### src/rtl/rdchain_pkg.sv
`timescale 1ns/1ps
package rdchain_pkg;
    typedef enum logic [2:0] {
        ST_IDLE  = 3'd0,
        ST_FETCH = 3'd1,
        ST_PRIME = 3'd2,
        ST_SHIFT = 3'd3,
        ST_DONE  = 3'd4
    } rd_state_e;
endpackage

### src/rtl/rdchain_fsm.sv
`timescale 1ns/1ps
module rdchain_fsm
    import rdchain_pkg::*;
#(
    parameter int WORD_W = 8,
    parameter int ADDR_W = 4
) (
    input  logic              clk,
    input  logic              rst_n,
    input  logic              start_tok,
    input  logic [ADDR_W:0]   word_count,
    output rd_state_e         state_o,
    output logic              rd_en,
    output logic [ADDR_W-1:0] rd_addr,
    output logic              load,
    output logic              shift_en
);
    localparam int BIT_W = (WORD_W > 1) ? $clog2(WORD_W) : 1;
    localparam logic [BIT_W-1:0] LAST_BIT = BIT_W'(WORD_W - 1);
    localparam logic [BIT_W-1:0] PREF_BIT = BIT_W'(WORD_W - 2);
    localparam logic [ADDR_W:0]  ONE_IDX  = (ADDR_W+1)'(1);

    rd_state_e         state_q, state_d;
    logic [ADDR_W:0]   words_q, words_d;
    logic [ADDR_W:0]   widx_q, widx_d;
    logic [ADDR_W:0]   widx_nxt;
    logic [BIT_W-1:0]  bit_q, bit_d;
    logic              last_bit, last_word;

    assign widx_nxt  = widx_q + ONE_IDX;
    assign last_bit  = (bit_q == LAST_BIT);
    assign last_word = (widx_nxt == words_q);
    assign state_o   = state_q;

    // state register
    always_ff @(posedge clk or negedge rst_n) begin
        if (!rst_n) begin
            state_q <= ST_IDLE;
            words_q <= '0;
            widx_q  <= '0;
            bit_q   <= '0;
        end else begin
            state_q <= state_d;
            words_q <= words_d;
            widx_q  <= widx_d;
            bit_q   <= bit_d;
        end
    end

    // transitions
    always_comb begin
        state_d = state_q;
        words_d = words_q;
        widx_d  = widx_q;
        bit_d   = bit_q;
        unique case (state_q)
            ST_IDLE: begin
                if (start_tok) begin
                    words_d = word_count;
                    widx_d  = '0;
                    bit_d   = '0;
                    state_d = (word_count == '0) ? ST_DONE : ST_FETCH;
                end
            end
            ST_FETCH: state_d = ST_PRIME;
            ST_PRIME: begin
                bit_d   = '0;
                state_d = ST_SHIFT;
            end
            ST_SHIFT: begin
                if (last_bit) begin
                    bit_d = '0;
                    if (last_word) begin
                        state_d = ST_DONE;
                    end else begin
                        widx_d = widx_nxt;
                    end
                end else begin
                    bit_d = bit_q + 1'b1;
                end
            end
            ST_DONE: state_d = ST_IDLE;
            default: state_d = ST_IDLE;
        endcase
    end

    // control outputs
    always_comb begin
        rd_en    = 1'b0;
        rd_addr  = widx_q[ADDR_W-1:0];
        load     = 1'b0;
        shift_en = 1'b0;
        unique case (state_q)
            ST_FETCH: rd_en = 1'b1;
            ST_PRIME: load  = 1'b1;
            ST_SHIFT: begin
                shift_en = 1'b1;
                if (bit_q == PREF_BIT && !last_word) begin
                    rd_en   = 1'b1;
                    rd_addr = widx_nxt[ADDR_W-1:0];
                end
                if (last_bit && !last_word) begin
                    load = 1'b1;
                end
            end
            default: ;
        endcase
    end
endmodule

### src/rtl/rdchain_shift.sv
`timescale 1ns/1ps
module rdchain_shift #(
    parameter int WORD_W = 8
) (
    input  logic              clk,
    input  logic              rst_n,
    input  logic              load,
    input  logic              shift_en,
    input  logic [WORD_W-1:0] din,
    output logic              msb
);
    logic [WORD_W-1:0] sr_q;

    always_ff @(posedge clk or negedge rst_n) begin
        if (!rst_n) begin
            sr_q <= '0;
        end else if (load) begin
            sr_q <= din;
        end else if (shift_en) begin
            sr_q <= {sr_q[WORD_W-2:0], 1'b0};
        end
    end

    assign msb = sr_q[WORD_W-1];
endmodule

### src/rtl/rdchain_node.sv
`timescale 1ns/1ps
module rdchain_node
    import rdchain_pkg::*;
#(
    parameter int WORD_W = 8,
    parameter int ADDR_W = 4
) (
    input  logic              clk,
    input  logic              rst_n,
    input  logic              start_tok,
    input  logic [ADDR_W:0]   word_count,
    output logic              mem_rd_en,
    output logic [ADDR_W-1:0] mem_rd_addr,
    input  logic [WORD_W-1:0] mem_rd_data,
    output logic              ser_data,
    output logic              ser_data_oe,
    output logic              xmit_flag,
    output logic              xmit_oe,
    output logic              end_tok
);
    rd_state_e cur_state;
    logic      load, shift_en, sr_msb;

    rdchain_fsm #(.WORD_W(WORD_W), .ADDR_W(ADDR_W)) u_fsm (
        .clk        (clk),
        .rst_n      (rst_n),
        .start_tok  (start_tok),
        .word_count (word_count),
        .state_o    (cur_state),
        .rd_en      (mem_rd_en),
        .rd_addr    (mem_rd_addr),
        .load       (load),
        .shift_en   (shift_en)
    );

    rdchain_shift #(.WORD_W(WORD_W)) u_shift (
        .clk      (clk),
        .rst_n    (rst_n),
        .load     (load),
        .shift_en (shift_en),
        .din      (mem_rd_data),
        .msb      (sr_msb)
    );

    // line outputs decoded from the state
    always_comb begin
        ser_data    = 1'b0;
        ser_data_oe = 1'b0;
        xmit_flag   = 1'b0;
        xmit_oe     = 1'b0;
        end_tok     = 1'b0;
        unique case (cur_state)
            ST_SHIFT: begin
                ser_data    = sr_msb;
                ser_data_oe = 1'b1;
                xmit_flag   = 1'b1;
                xmit_oe     = 1'b1;
            end
            ST_DONE: end_tok = 1'b1;
            default: ;
        endcase
    end
endmodule

### config.mk
export PLATFORM = sky130hd
export DESIGN_NAME = rdchain_node
export DESIGN_NICKNAME = d
export VERILOG_FILES = /design/src/rtl/rdchain_pkg.sv /design/src/rtl/rdchain_fsm.sv /design/src/rtl/rdchain_shift.sv /design/src/rtl/rdchain_node.sv
export SDC_FILE = /design/constraint.sdc
export NUM_CORES = 1
export LEC_CHECK = 0
export ABC_AREA = 1
export BUFFER_PORTS_ARGS = -buffer_cell sky130_fd_sc_hd__buf_2
export CORE_MARGIN = 1.5
export CORE_UTILIZATION = 53
export CTS_CLUSTER_DIAMETER = 120
export DETAILED_ROUTE_END_ITERATION = 7
export PLACE_DENSITY = 0.82
export SYNTH_ARGS = -nofsm -noshare
export SYNTH_HDL_FRONTEND = slang
export SYNTH_SLANG_ARGS = --single-unit
export TNS_END_PERCENT = 30
### constraint.sdc
create_clock -name clk -period 2.25 [get_ports clk]
set_input_delay 0 -clock clk [delete_from_list [all_inputs] [get_ports clk]]
set_output_delay 0 -clock clk [all_outputs]
set_load 0.01 [all_outputs]
==> impl_results.md, run 1 <==
- Run status: complete, no violations
- Final GP Congestion: 0.785
- CP peak stage delay: 480 ps
- Overall Global Routing Usage: 24.5%
- Switching Share: 42.4%
- Setup total negative slack: 0 ps
- # port buffers: 25
- TritonCTS Sinks: 24
- Cell Pwr Density: 1150 mW/mm^2
- Post-CTS setup buffer count: 0
- Number of global-route vias before repair: about 1,300
- Syn_nets: ~210
- Row Count: 18
- Clock transition at the registers of the reported paths: 130 ps
- Die Width: 54.8 um
- Clock tree buffer depth: 2
- Final Util: 71.2%
- Number of max-cap violations: 0
- Most used routing layer: met2
- Startpoint Class: register
- Largest net degree at the start of global routing: 25
- Nets@finish: 253
- TritonCTS Buffers: 3
- Initial antenna violation count: 0
- Peak supply drop: 0.000907 V
- Global-route wire length before repair: 5.18 mm
- Routing usage on met1: between 20% and 30%
- WP buf/inv: 2
- Minimum clock period: 2090 ps
- Critical path class: register to output port
- Antenna cell count: 0
- M2 GR Usage: between 40% and 50%
- R2R Setup Slk: approximately 440 ps
- CP max FO: 7
- Register bit total from synthesis: 24
- Area Growth Syn to Fin: 25.0%
- Reg2Reg Depth: 13
- Hold Crit Start: start_tok
- Total Wirelength: 3.11 mm
- Final period utilization: 92.7%
- Reg2reg end: u_shift.sr_q[6]$_DFFE_PN0P_
- Setup Viol. Count Final: 0
- Pleak: slightly below 1 nW
- Vias: 1,327
- Final Max Tran Viols: 0
- Detailed-route wire length per cell: 11.9 um
- Hold path depth: 3
- Final worst slack: 165 ps
- Clk pwr share: between 15 and 20%
- Met3 usage: approximately 6.6%
- Arrival time at the worst endpoint: 2090 ps
- Most numerous cell on the critical path: nand2_1
- Core ar.: 0.00250 mm^2
- Clock latency at the later pin of the worst-skew pair: between 300 and 400 ps
- Crit path required time: 2250 ps
- Clock skew: 3.66 ps
- IO Count: 26
- Hold Crit Endpoint: u_fsm.state_o[2]$_DFFE_PN0P_
- Crit path max-delay cell type: dfrtp_2
- Post-synth cell types: 28
- Area fraction of the dominant cell type after synthesis: 42.2%
- Peak Freq: 480 MHz
- Post-synthesis cell count: 192
- Clock root cell: clkbuf_4
- Area of the die: 0.00301 mm^2
- H-tree Lvls: 1
- Layout cell share with drive strength beyond 1: roughly a fifth
- First-iteration detailed-routing DRC count: 50
- Mean Syn Cell Area: 7.42 um^2
- Post-route DRC: 0
- Setup Slack @ Placement: between 300 and 400 ps
- Share of the yosys chip area belonging to registers: 42.2%
- DPL Wire Length: around 2.1 mm
- Sequential power share: 35.5%
- Via density: 5.06
- Psw: roughly 0.00087 W
- Max-Slew Margin vs Limit: 64.2%
- CTS tree: done
- Comb pwr share: between 40% and 50%
- Synth Warn #: 0
- Top cell type by total area after synthesis: dfrtp_1
- Synth top area cells: dfrtp_1 (42%), nand2_1 (12%), nand3_1 (9.1%)
- CP cell instances: ha_4, inv_1, nand2_1, nand2_1, nor2_1, nand3_1, nor2_2, nand3_2, nand2_2, nor2_4, o21ai_0, buf_2
- Overflow left after global routing: 0
- Critical Path End Type: output port
- Final hold vios: 0
- Synth Cell Area: 0.00142 mm^2
- Initial Utilization: between 50% and 60%
- CP top delay family: simple AND/OR/NAND/NOR gates
- Internal cell power: 0.00118 W
- Drt pass-1 iters: 5
- Post-route ant nets: 0
- Worst Hold Class: input port to register
- Die Ht: 54.8 um
- R2r startpoint: u_fsm.widx_q[0]$_DFFE_PN0P_
- Worst Max-Slew Pin Slew: 538 ps
metrics by stage:
step	cells	total power [W]	hold WS (ps)	cell area [um^2]
6_report	262	0.00205	25.3	1780
5_1_grt	262	0.00226	39.1	1780
4_1_cts	262	0.00203	21.6	1770
3_5_place_dp	244	0.00169	14.6	1570
3_3_place_gp	244	0.00167	7.45	1570
2_1_floorplan	192	0.00146	-296	1420
worst register-to-register path: cells and delay by family (launching register included):
family,cells,cell delay (ps)
buffers and inverters,1,40
and+or+nand+nor,11,930
adders and majority gates,1,300
DFF,1,480
cell usage in the layout (no fill, tap or decap), drive strengths merged, types with 2 or more instances in the layout:
master,netlist,final
nand4,2,2
inv,36,36
nand3b,2,2
ha,4,4
a21oi,3,3
nand3,28,28
nand2,50,50
buf,3,27
dlygate4sd3,0,14
clkbuf,2,3
dfrtp,24,24
o21ai,16,16
nor2,16,16
sequential cells by signal (all words and copies together), names as in the netlist:
register       cells
u_fsm.widx_q       5
u_shift.sr_q       8
u_fsm.words_q      5
u_fsm.state_o      3
u_fsm.bit_q        3
what timing repair did:
item | 4_1_cts | 5_1_grt
setup endpoints to repair | 0 | 4
hold endpoints to repair | 37 | 0
resized for setup | 0 | 3
hold buffers | 14 | 0
power groups by stage:
stage / sequential [W] / clock (W) / combinational [W]
2_1_floorplan: 0.000700 / 0 / 0.000758
3_3_place_gp: 0.000724 / 0 / 0.000950
3_5_place_dp: 0.000725 / 0 / 0.000968
4_1_cts: 0.000717 / 0.000322 / 0.000988
5_1_grt: 0.000753 / 0.000341 / 0.00117
6_report: 0.000727 / 0.000315 / 0.00101
layer usage:
metal / up-vias / wire length [um]
li1: 685 / -
met1: 596 / 1350
met2: 40 / 1590
met3: 6 / 148
met4: 0 / 21
met5: - / 0
layout make-up:
| cell class | instances | area [um^2] |
|---|---|---|
| Tap cell | 30 | 37.5 |
| Clock buffer | 3 | 22.5 |
| Multi-Input combinational cell | 127 | 673 |
| Sequential cell | 24 | 602 |
| Timing Repair Buffer | 41 | 280 |
| Clock inverter | 1 | 30.0 |
| Inverter | 36 | 135 |
| Fill cell | 212 | 719 |
cell families (layout without fill, tap and decap cells):
family,count (synthesis),after routing,share of synthesized area (%)
DFF,24,24,42.2
buffers and inverters,41,81,11.4
AOI/OAI and AO/OA,21,21,8.17
xor gates and xnor gates,1,1,0.615
and+or+nand+nor,100,100,33.3
muxes,1,1,0.791
adders and majority gates,4,4,3.52
cell usage after synthesis:
master    count
clkbuf_1      2
o211ai_1      1
ha_1          4
o21ai_2       1
o21ai_0       9
mux2_2        1
nand3_2       1
xor2_1        1
inv_1        34
dfrtp_1      24
inv_2         2
o21ai_1       6
nand3b_1      2
nand2_4       2
buf_2         1
nor2_4        1
buf_4         2
nand3_1      26
nand3_4       1
nor3_1        1
nand2_1      47
nor2_2        2
nor2_1       13
a32o_1        1
nand4_1       2
a21oi_1       3
nand2_2       1
or2_2         1
worst max-delay path by stage:
stage                                start  slack [ps]                            to  cells past startpoint
6_report       u_fsm.widx_q[0]$_DFFE_PN0P_         160                mem_rd_addr[1]                     12
3_3_place_gp   u_fsm.widx_q[0]$_DFFE_PN0P_         430  u_fsm.state_o[1]$_DFFE_PN0P_                     12
5_1_grt        u_fsm.widx_q[0]$_DFFE_PN0P_          -6                mem_rd_addr[1]                     12
2_1_floorplan  u_fsm.widx_q[0]$_DFFE_PN0P_         520  u_fsm.state_o[1]$_DFFE_PN0P_                     12
3_5_place_dp   u_fsm.widx_q[0]$_DFFE_PN0P_         380  u_fsm.state_o[1]$_DFFE_PN0P_                     12
4_1_cts        u_fsm.widx_q[0]$_DFFE_PN0P_          90                mem_rd_addr[1]                     12
(Power assumes the default switching activity.)
==> run 2, diff against run 1 <==
--- a/config.mk
+++ b/config.mk
@@ -12,6 +12,7 @@
 export CTS_CLUSTER_DIAMETER = 120
 export DETAILED_ROUTE_END_ITERATION = 7
 export PLACE_DENSITY = 0.82
+export REMOVE_ABC_BUFFERS = 1
 export SYNTH_ARGS = -nofsm -noshare
 export SYNTH_HDL_FRONTEND = slang
 export SYNTH_SLANG_ARGS = --single-unit
==> constraint.sdc (replaced) <==
create_clock -name clk -period 2.3 [get_ports clk]
set_input_delay 0 -clock clk [delete_from_list [all_inputs] [get_ports clk]]
set_output_delay 0 -clock clk [all_outputs]
set_load 0.01 [all_outputs]
==> impl_results.md, run 2 (synthesis results as in run 1) <==
- Post-route DRC: 0 (unchanged)
- Nets@finish: 253 (unchanged)
- Largest registers: u_shift.sr_q x8, u_fsm.widx_q x5, u_fsm.words_q x5 (unchanged)
- Number of global-route vias before repair: 1,226 (was 1,254)
- Post-route ant nets: 0 (unchanged)
- DPL Wire Length: 2.14 mm (was 2.11 mm)
- Clock transition at the registers of the reported paths: 140 ps (was 130 ps)
- Detailed-route wire length per cell: 11.8 um (was 11.9 um)
- Die Ht: 54.8 um (unchanged)
- Pleak: 0.961 nW (was 0.967 nW)
- Largest register FFs: 8 (unchanged)
- Clock skew: 4.96 ps (was 3.66 ps)
- # port buffers: 25 (unchanged)
- Crit path required time: 2300 ps (was 2250 ps)
- First-iteration detailed-routing DRC count: 29 (was 50)
- RSZ-0062 raised after global routing: no
- Area Growth Syn to Fin: 23.7% (was 25.0%)
- Top reg by flops: u_shift.sr_q (unchanged)
- Startpoint Class: register (unchanged)
- Post-CTS setup buffer count: 0 (unchanged)
- Peak Freq: 478 MHz
- Final Max Tran Viols: 0 (unchanged)
- Initial antenna violation count: 0 (unchanged)
- Antenna cell count: 0 (unchanged)
- Layout cell share with drive strength beyond 1: 20.3% (was 19.8%)
- TritonCTS Buffers: 3 (unchanged)
- Largest net degree at the start of global routing: 25 (unchanged)
- Final hold vios: 0 (unchanged)
- Core ar.: 0.00250 mm^2 (unchanged)
- Overall Global Routing Usage: 23.9% (was 24.5%)
- TritonCTS Sinks: 24 (unchanged)
- CP cell instances: ha_4, inv_1, nand2_1, nand2_1, nor2_1, nand3_1, nor2_2, nand3_2, nand2_2, nor2_4, o21ai_0, buf_2 (unchanged)
- Peak supply drop: 0.000739 V (was 0.000907 V)
- Setup Viol. Count Final: 0 (unchanged)
- Fillers: 201 (was 212)
- Commonest non-fill, non-tap cells in the layout: nand2_1 (47), inv_1 (34), nand3_1 (26), buf_2 (25), dfrtp_1 (23) (unchanged)
- Global-route wire length before repair: 5.22 mm (was 5.18 mm)
- Total Wirelength: 3.08 mm (was 3.11 mm)
- Max-Slew Margin vs Limit: 66.0% (was 64.2%)
- Most common cell after layout, fill and taps aside: nand2_1 (unchanged)
- Worst Hold Class: input port to register (unchanged)
- Cell Pwr Density: 1100 mW/mm^2 (was 1150 mW/mm^2)
- Die Width: 54.8 um (unchanged)
- Clock latency at the later pin of the worst-skew pair: 320 ps (about the same)
- Critical path class: register to output port (unchanged)
- Vias: 1,333 (was 1,327)
- Number of max-cap violations: 0 (unchanged)
- Clock root cell: clkbuf_4 (unchanged)
- CTS tree: done (unchanged)
- Clock tree buffer depth: 2 (unchanged)
- Most numerous cell on the critical path: nand2_1 (unchanged)
- Area of the die: 0.00301 mm^2 (unchanged)
- DP Area: 0.00158 mm^2 (was 0.00157 mm^2)
- Run status: complete, no violations (unchanged)
- IO Count: 26 (unchanged)
- Final period utilization: 90.9%
- H-tree Lvls: 1 (unchanged)
- Finished layout cell area: 0.00176 mm^2 (was 0.00178 mm^2)
- Via density: 5.09 (was 5.06)
- Initial Utilization: 57.0% (unchanged)
- CP max FO: 7 (unchanged)
- Worst Max-Slew Pin Slew: 510 ps (was 538 ps)
- Setup total negative slack: 0 ps (unchanged)
- Row Count: 18 (unchanged)
- CP peak stage delay: 490 ps (was 480 ps)
- Arrival time at the worst endpoint: 2090 ps (about the same)
- Drt pass-1 iters: 4 (was 5)
- Crit path max-delay cell type: dfrtp_2 (unchanged)
- Critical Path End Type: output port (unchanged)
- Final GP Congestion: 0.885 (was 0.785)
- Minimum clock period: 2090 ps
- Overflow left after global routing: 0 (unchanged)
==> run 2: area by class of cell <==
cell class                      count  area, um^2  share of cell area [%]
Sequential cell                    24         602                    34.2
Tap cell                           30        37.5                    2.13
Inverter                           36         135                    7.67
Multi-Input combinational cell    127         673                    38.2
Timing Repair Buffer               41         278                    15.8
Clock buffer                        4        36.3                    2.06
==> run 2: power by group <==
group	switching, W	leakage (nW)	internal (W)	total, W
combinational	0.000600	0.637	0.000399	0.000999
sequential	0.000129	0.303	0.000589	0.000718
clock	0.000133	0.0210	0.0000968	0.000230
==> run 2: repair_timing <==
item / in CTS / in global routing
endpoints found under the hold margin: 36 / 0
hold buffers: 13 / 0
resized for setup: 0 / 2
endpoints found under the setup margin: 0 / 4
==> run 2: worst max-delay path: cells and delay by family, from the launching register on <==
family          cells  cell delay, ps
simple gates        8             640
flops               1             490
fa+ha+maj           1             300
buf+inv             2             190
compound gates      1             150
==> run 2: worst paths after layout <==
| kind | slack [ps] | startpoint | cells past startpoint | end |
|---|---|---|---|---|
| max in group asynchronous | 1780 | rst_n | 2 | u_fsm.widx_q[0]$_DFFE_PN0P_ |
| worst max register to register | 480 | u_fsm.widx_q[0]$_DFFE_PN0P_ | 12 | u_fsm.state_o[0]$_DFFE_PN0P_ |
| min in group asynchronous | 160 | rst_n | 2 | u_fsm.widx_q[3]$_DFFE_PN0P_ |
| worst min-delay path | 3 | mem_rd_data[7] | 5 | u_shift.sr_q[7]$_DFFE_PN0P_ |
| worst min register to register | 500 | u_shift.sr_q[6]$_DFFE_PN0P_ | 2 | u_shift.sr_q[6]$_DFFE_PN0P_ |
| worst max-delay path | 210 | u_fsm.widx_q[0]$_DFFE_PN0P_ | 12 | mem_rd_addr[3] |
==> run 2: stage by stage <==
stage / cells / util, % / setup slack [ps] / hold WS (ps) / total power, W
2_1_floorplan: 187 / - / 244 / -296 / 0.00139
3_3_place_gp: 245 / 63.3 / 477 / 3.67 / 0.00165
3_5_place_dp: 245 / 63.3 / 430 / 6.01 / 0.00167
4_1_cts: 262 / 69.9 / 132 / 1.09 / 0.00192
5_1_grt: 262 / 70.5 / 46.8 / 22.7 / 0.00214
6_report: 262 / 70.5 / 208 / 3.05 / 0.00195
==> run 2: per-layer routing <==
layer / GRT usage (%) / share of wire [%] / wire [um] / vias to the layer above
met5: 0 / 0 / 0 / -
met4: 5.83 / 0.32 / 10 / 0
met3: 3.28 / 3.6 / 111 / 2
met2: 41.5 / 50 / 1550 / 33
met1: 31.2 / 46 / 1410 / 613
li1: - / - / - / 685
==> run 3, diff against run 2 <==
--- a/config.mk
+++ b/config.mk
@@ -6,8 +6,9 @@
 export NUM_CORES = 1
 export LEC_CHECK = 0
 export ABC_AREA = 1
+export ABC_CLOCK_PERIOD_IN_PS = 2300
 export BUFFER_PORTS_ARGS = -buffer_cell sky130_fd_sc_hd__buf_2
-export CORE_MARGIN = 1.5
+export CORE_MARGIN = 2
 export CORE_UTILIZATION = 53
 export CTS_CLUSTER_DIAMETER = 120
 export DETAILED_ROUTE_END_ITERATION = 7
==> impl_results.md, run 3 (synthesis results as in run 1) <==
- Largest register FFs: 8 (unchanged)
- Minimum clock period: 2060 ps (was 2090 ps)
- Layout cell share with drive strength beyond 1: 20.9% (was 20.3%)
- CP peak stage delay: 460 ps (was 490 ps)
- Clk pwr share: 11.5% (was 11.8%)
- H-tree Lvls: 1 (unchanged)
- CP max FO: 7 (unchanged)
- Final Max Tran Viols: 0 (unchanged)
- Worst Hold Class: input port to register (unchanged)
- Final period utilization: 89.6% (was 90.9%)
- Peak supply drop: 0.000856 V (was 0.000739 V)
- Largest registers: u_shift.sr_q x8, u_fsm.widx_q x5, u_fsm.words_q x5 (unchanged)
- Reg2reg end: u_fsm.state_o[1]$_DFFE_PN0P_ (was u_fsm.state_o[0]$_DFFE_PN0P_)
- DP Area: 0.00158 mm^2 (unchanged)
- IO Count: 26 (unchanged)
- Final GP Congestion: 0.817 (was 0.885)
- Number of global-route vias before repair: 1,245 (was 1,226)
- CP top delay family: simple AND/OR/NAND/NOR gates (unchanged)
- Crit path max-delay cell type: dfrtp_1 (was dfrtp_2)
- Die Width: 55.8 um (was 54.8 um)
- Comb pwr share: 52.2% (was 51.3%)
- Area Growth Syn to Fin: 25.5% (was 23.7%)
- Psw: 0.000854 W (was 0.000862 W)
- Top reg by flops: u_shift.sr_q (unchanged)
- Post-route ant nets: 0 (unchanged)
- Critical Path End Type: output port (unchanged)
- Final worst slack: 239 ps (was 208 ps)
- Nets@finish: 256 (was 253)
- Vias: 1,340 (was 1,333)
- DPL Wire Length: 2.11 mm (was 2.14 mm)
- Area of the die: 0.00312 mm^2 (was 0.00301 mm^2)
- Internal cell power: 0.00110 W (was 0.00108 W)
- Clock tree buffer depth: 2 (unchanged)
- Clock transition at the registers of the reported paths: 140 ps (about the same)
- Crit path required time: 2300 ps (about the same)
- # port buffers: 25 (unchanged)
- Max-Slew Margin vs Limit: 63.7% (was 66.0%)
- Cell Pwr Density: 1100 mW/mm^2 (about the same)
- Initial antenna violation count: 0 (unchanged)
- Overall Global Routing Usage: 21.0% (was 23.9%)
- TritonCTS Buffers: 3 (unchanged)
- Hold Crit Start: start_tok (was mem_rd_data[7])
- Most common cell after layout, fill and taps aside: nand2_1 (unchanged)
- Arrival time at the worst endpoint: 2060 ps (was 2090 ps)
- Clock latency at the later pin of the worst-skew pair: 310 ps (was 320 ps)
- RSZ-0062 raised after global routing: no (unchanged)
- WP buf/inv: 2 (unchanged)
- Antenna cell count: 0 (unchanged)
- R2r startpoint: u_fsm.widx_q[1]$_DFFE_PN0P_ (was u_fsm.widx_q[0]$_DFFE_PN0P_)
- Number of max-cap violations: 0 (unchanged)
- Pleak: 0.975 nW (was 0.961 nW)
- Startpoint Class: register (unchanged)
- Reg2Reg Depth: 12 (unchanged)
- Overflow left after global routing: 0 (unchanged)
- Setup Slack @ Placement: 422 ps (was 430 ps)
- Finished layout cell area: 0.00179 mm^2 (was 0.00176 mm^2)
- Clock skew: 4.63 ps (was 4.96 ps)
- Final hold vios: 0 (unchanged)
- CTS tree: done (unchanged)
- Switching Share: 43.6% (was 44.3%)
- R2R Setup Slk: 510 ps (was 480 ps)
- Run status: complete, no violations (unchanged)
- Hold path depth: 3 (was 5)
- Peak Freq: 485 MHz (was 478 MHz)
- Crit. Startpoint: u_fsm.widx_q[1]$_DFFE_PN0P_ (was u_fsm.widx_q[0]$_DFFE_PN0P_)
- Total Wirelength: 3.07 mm (was 3.08 mm)
- Setup total negative slack: 0 ps (unchanged)
- Row Count: 18 (unchanged)
- Post-route DRC: 0 (unchanged)
- Via density: 5.06 (was 5.09)
- Core ar.: 0.00252 mm^2 (was 0.00250 mm^2)
- CP cell instances: ha_4, inv_1, nand2_1, nand2_1, nor2_1, nand3_1, nor2_2, nand3_2, nand2_2, nor2_4, o21ai_0, buf_2 (unchanged)
- Detailed-route wire length per cell: 11.6 um (was 11.8 um)
- First-iteration detailed-routing DRC count: 23 (was 29)
- Most numerous cell on the critical path: nand2_1 (unchanged)
- TritonCTS Sinks: 24 (unchanged)
- Critical path class: register to output port (unchanged)
- Sequential power share: 36.3% (was 36.9%)
- Commonest non-fill, non-tap cells in the layout: nand2_1 (47), inv_1 (34), nand3_1 (26), buf_2 (25), dfrtp_1 (23) (unchanged)
- Drt pass-1 iters: 4 (unchanged)
- Die Ht: 55.8 um (was 54.8 um)
- Global-route wire length before repair: 5.35 mm (was 5.22 mm)
- Initial Utilization: 56.4% (was 57.0%)
- Worst Max-Slew Pin Slew: 545 ps (was 510 ps)
- Hold Crit Endpoint: u_fsm.state_o[2]$_DFFE_PN0P_ (was u_shift.sr_q[7]$_DFFE_PN0P_)
- Largest net degree at the start of global routing: 25 (unchanged)
- Clock root cell: clkbuf_4 (unchanged)
- Setup Viol. Count Final: 0 (unchanged)
run 3: cell types whose count changed in the layout (fill, tap and decap cells not counted), sizes merged:
cell         previous run  this run
buf                    28        30
dlygate4sd3            13        14
run 3: power by group through the flow:
stage	logic, W	registers (W)	clock network, W
global route	0.00117	0.000733	0.000248
finish	0.00102	0.000710	0.000226
floorplan	0.000704	0.000685	0
detailed placement	0.000958	0.000717	0
CTS	0.000983	0.000706	0.000230
global placement	0.000938	0.000711	0
run 3: worst min-delay path: stages:
cell and delay (ps):
buf_2 90, o211ai_1 130, nor2_1 110
run 3: worst max-delay path by stage:
stage | to | slack [ps] | cells past startpoint
after CTS | mem_rd_addr[2] | 120 | 12
after global placement | u_fsm.state_o[1]$_DFFE_PN0P_ | 480 | 12
after detailed placement | u_fsm.state_o[1]$_DFFE_PN0P_ | 420 | 12
after global routing | mem_rd_addr[2] | 20 | 12
after floorplan | u_fsm.state_o[0]$_DFFE_PN0P_ | 240 | 6
final | mem_rd_addr[2] | 240 | 12
run 3: cell type report:
class,count,area [um^2]
Clock buffer,4,36.3
Fill cell,214,736
Inverter,36,135
Multi-Input combinational cell,127,673
Sequential cell,24,602
Tap cell,30,37.5
Timing Repair Buffer,44,303
run 3: metal layers:
layer  wire [um]  up-vias  GRT usage, %
met5           0        -             0
met4          33        0          5.78
met3         119        4          3.26
met2        1500       26          35.9
met1        1420      614          27.9
li1            -      696             -
run 3: metrics by stage:
stage | total power [W] | util, % | hold WS [ps] | instances
detailed placement | 0.00168 | 62.7 | 12.3 | 245
global placement | 0.00165 | 62.7 | 5.33 | 245
CTS | 0.00192 | 69.7 | 47.3 | 263
global route | 0.00215 | 70.8 | 67.9 | 265
floorplan | 0.00139 | - | -296 | 187
finish | 0.00196 | 70.8 | 47.4 | 265
run 3: repair_timing:
action | CTS | global route
hold buffers | 14 | 0
buffers inserted | 0 | 2
endpoints found under the hold margin | 37 | 0
endpoints found under the setup margin | 0 | 4
resized for setup | 0 | 2
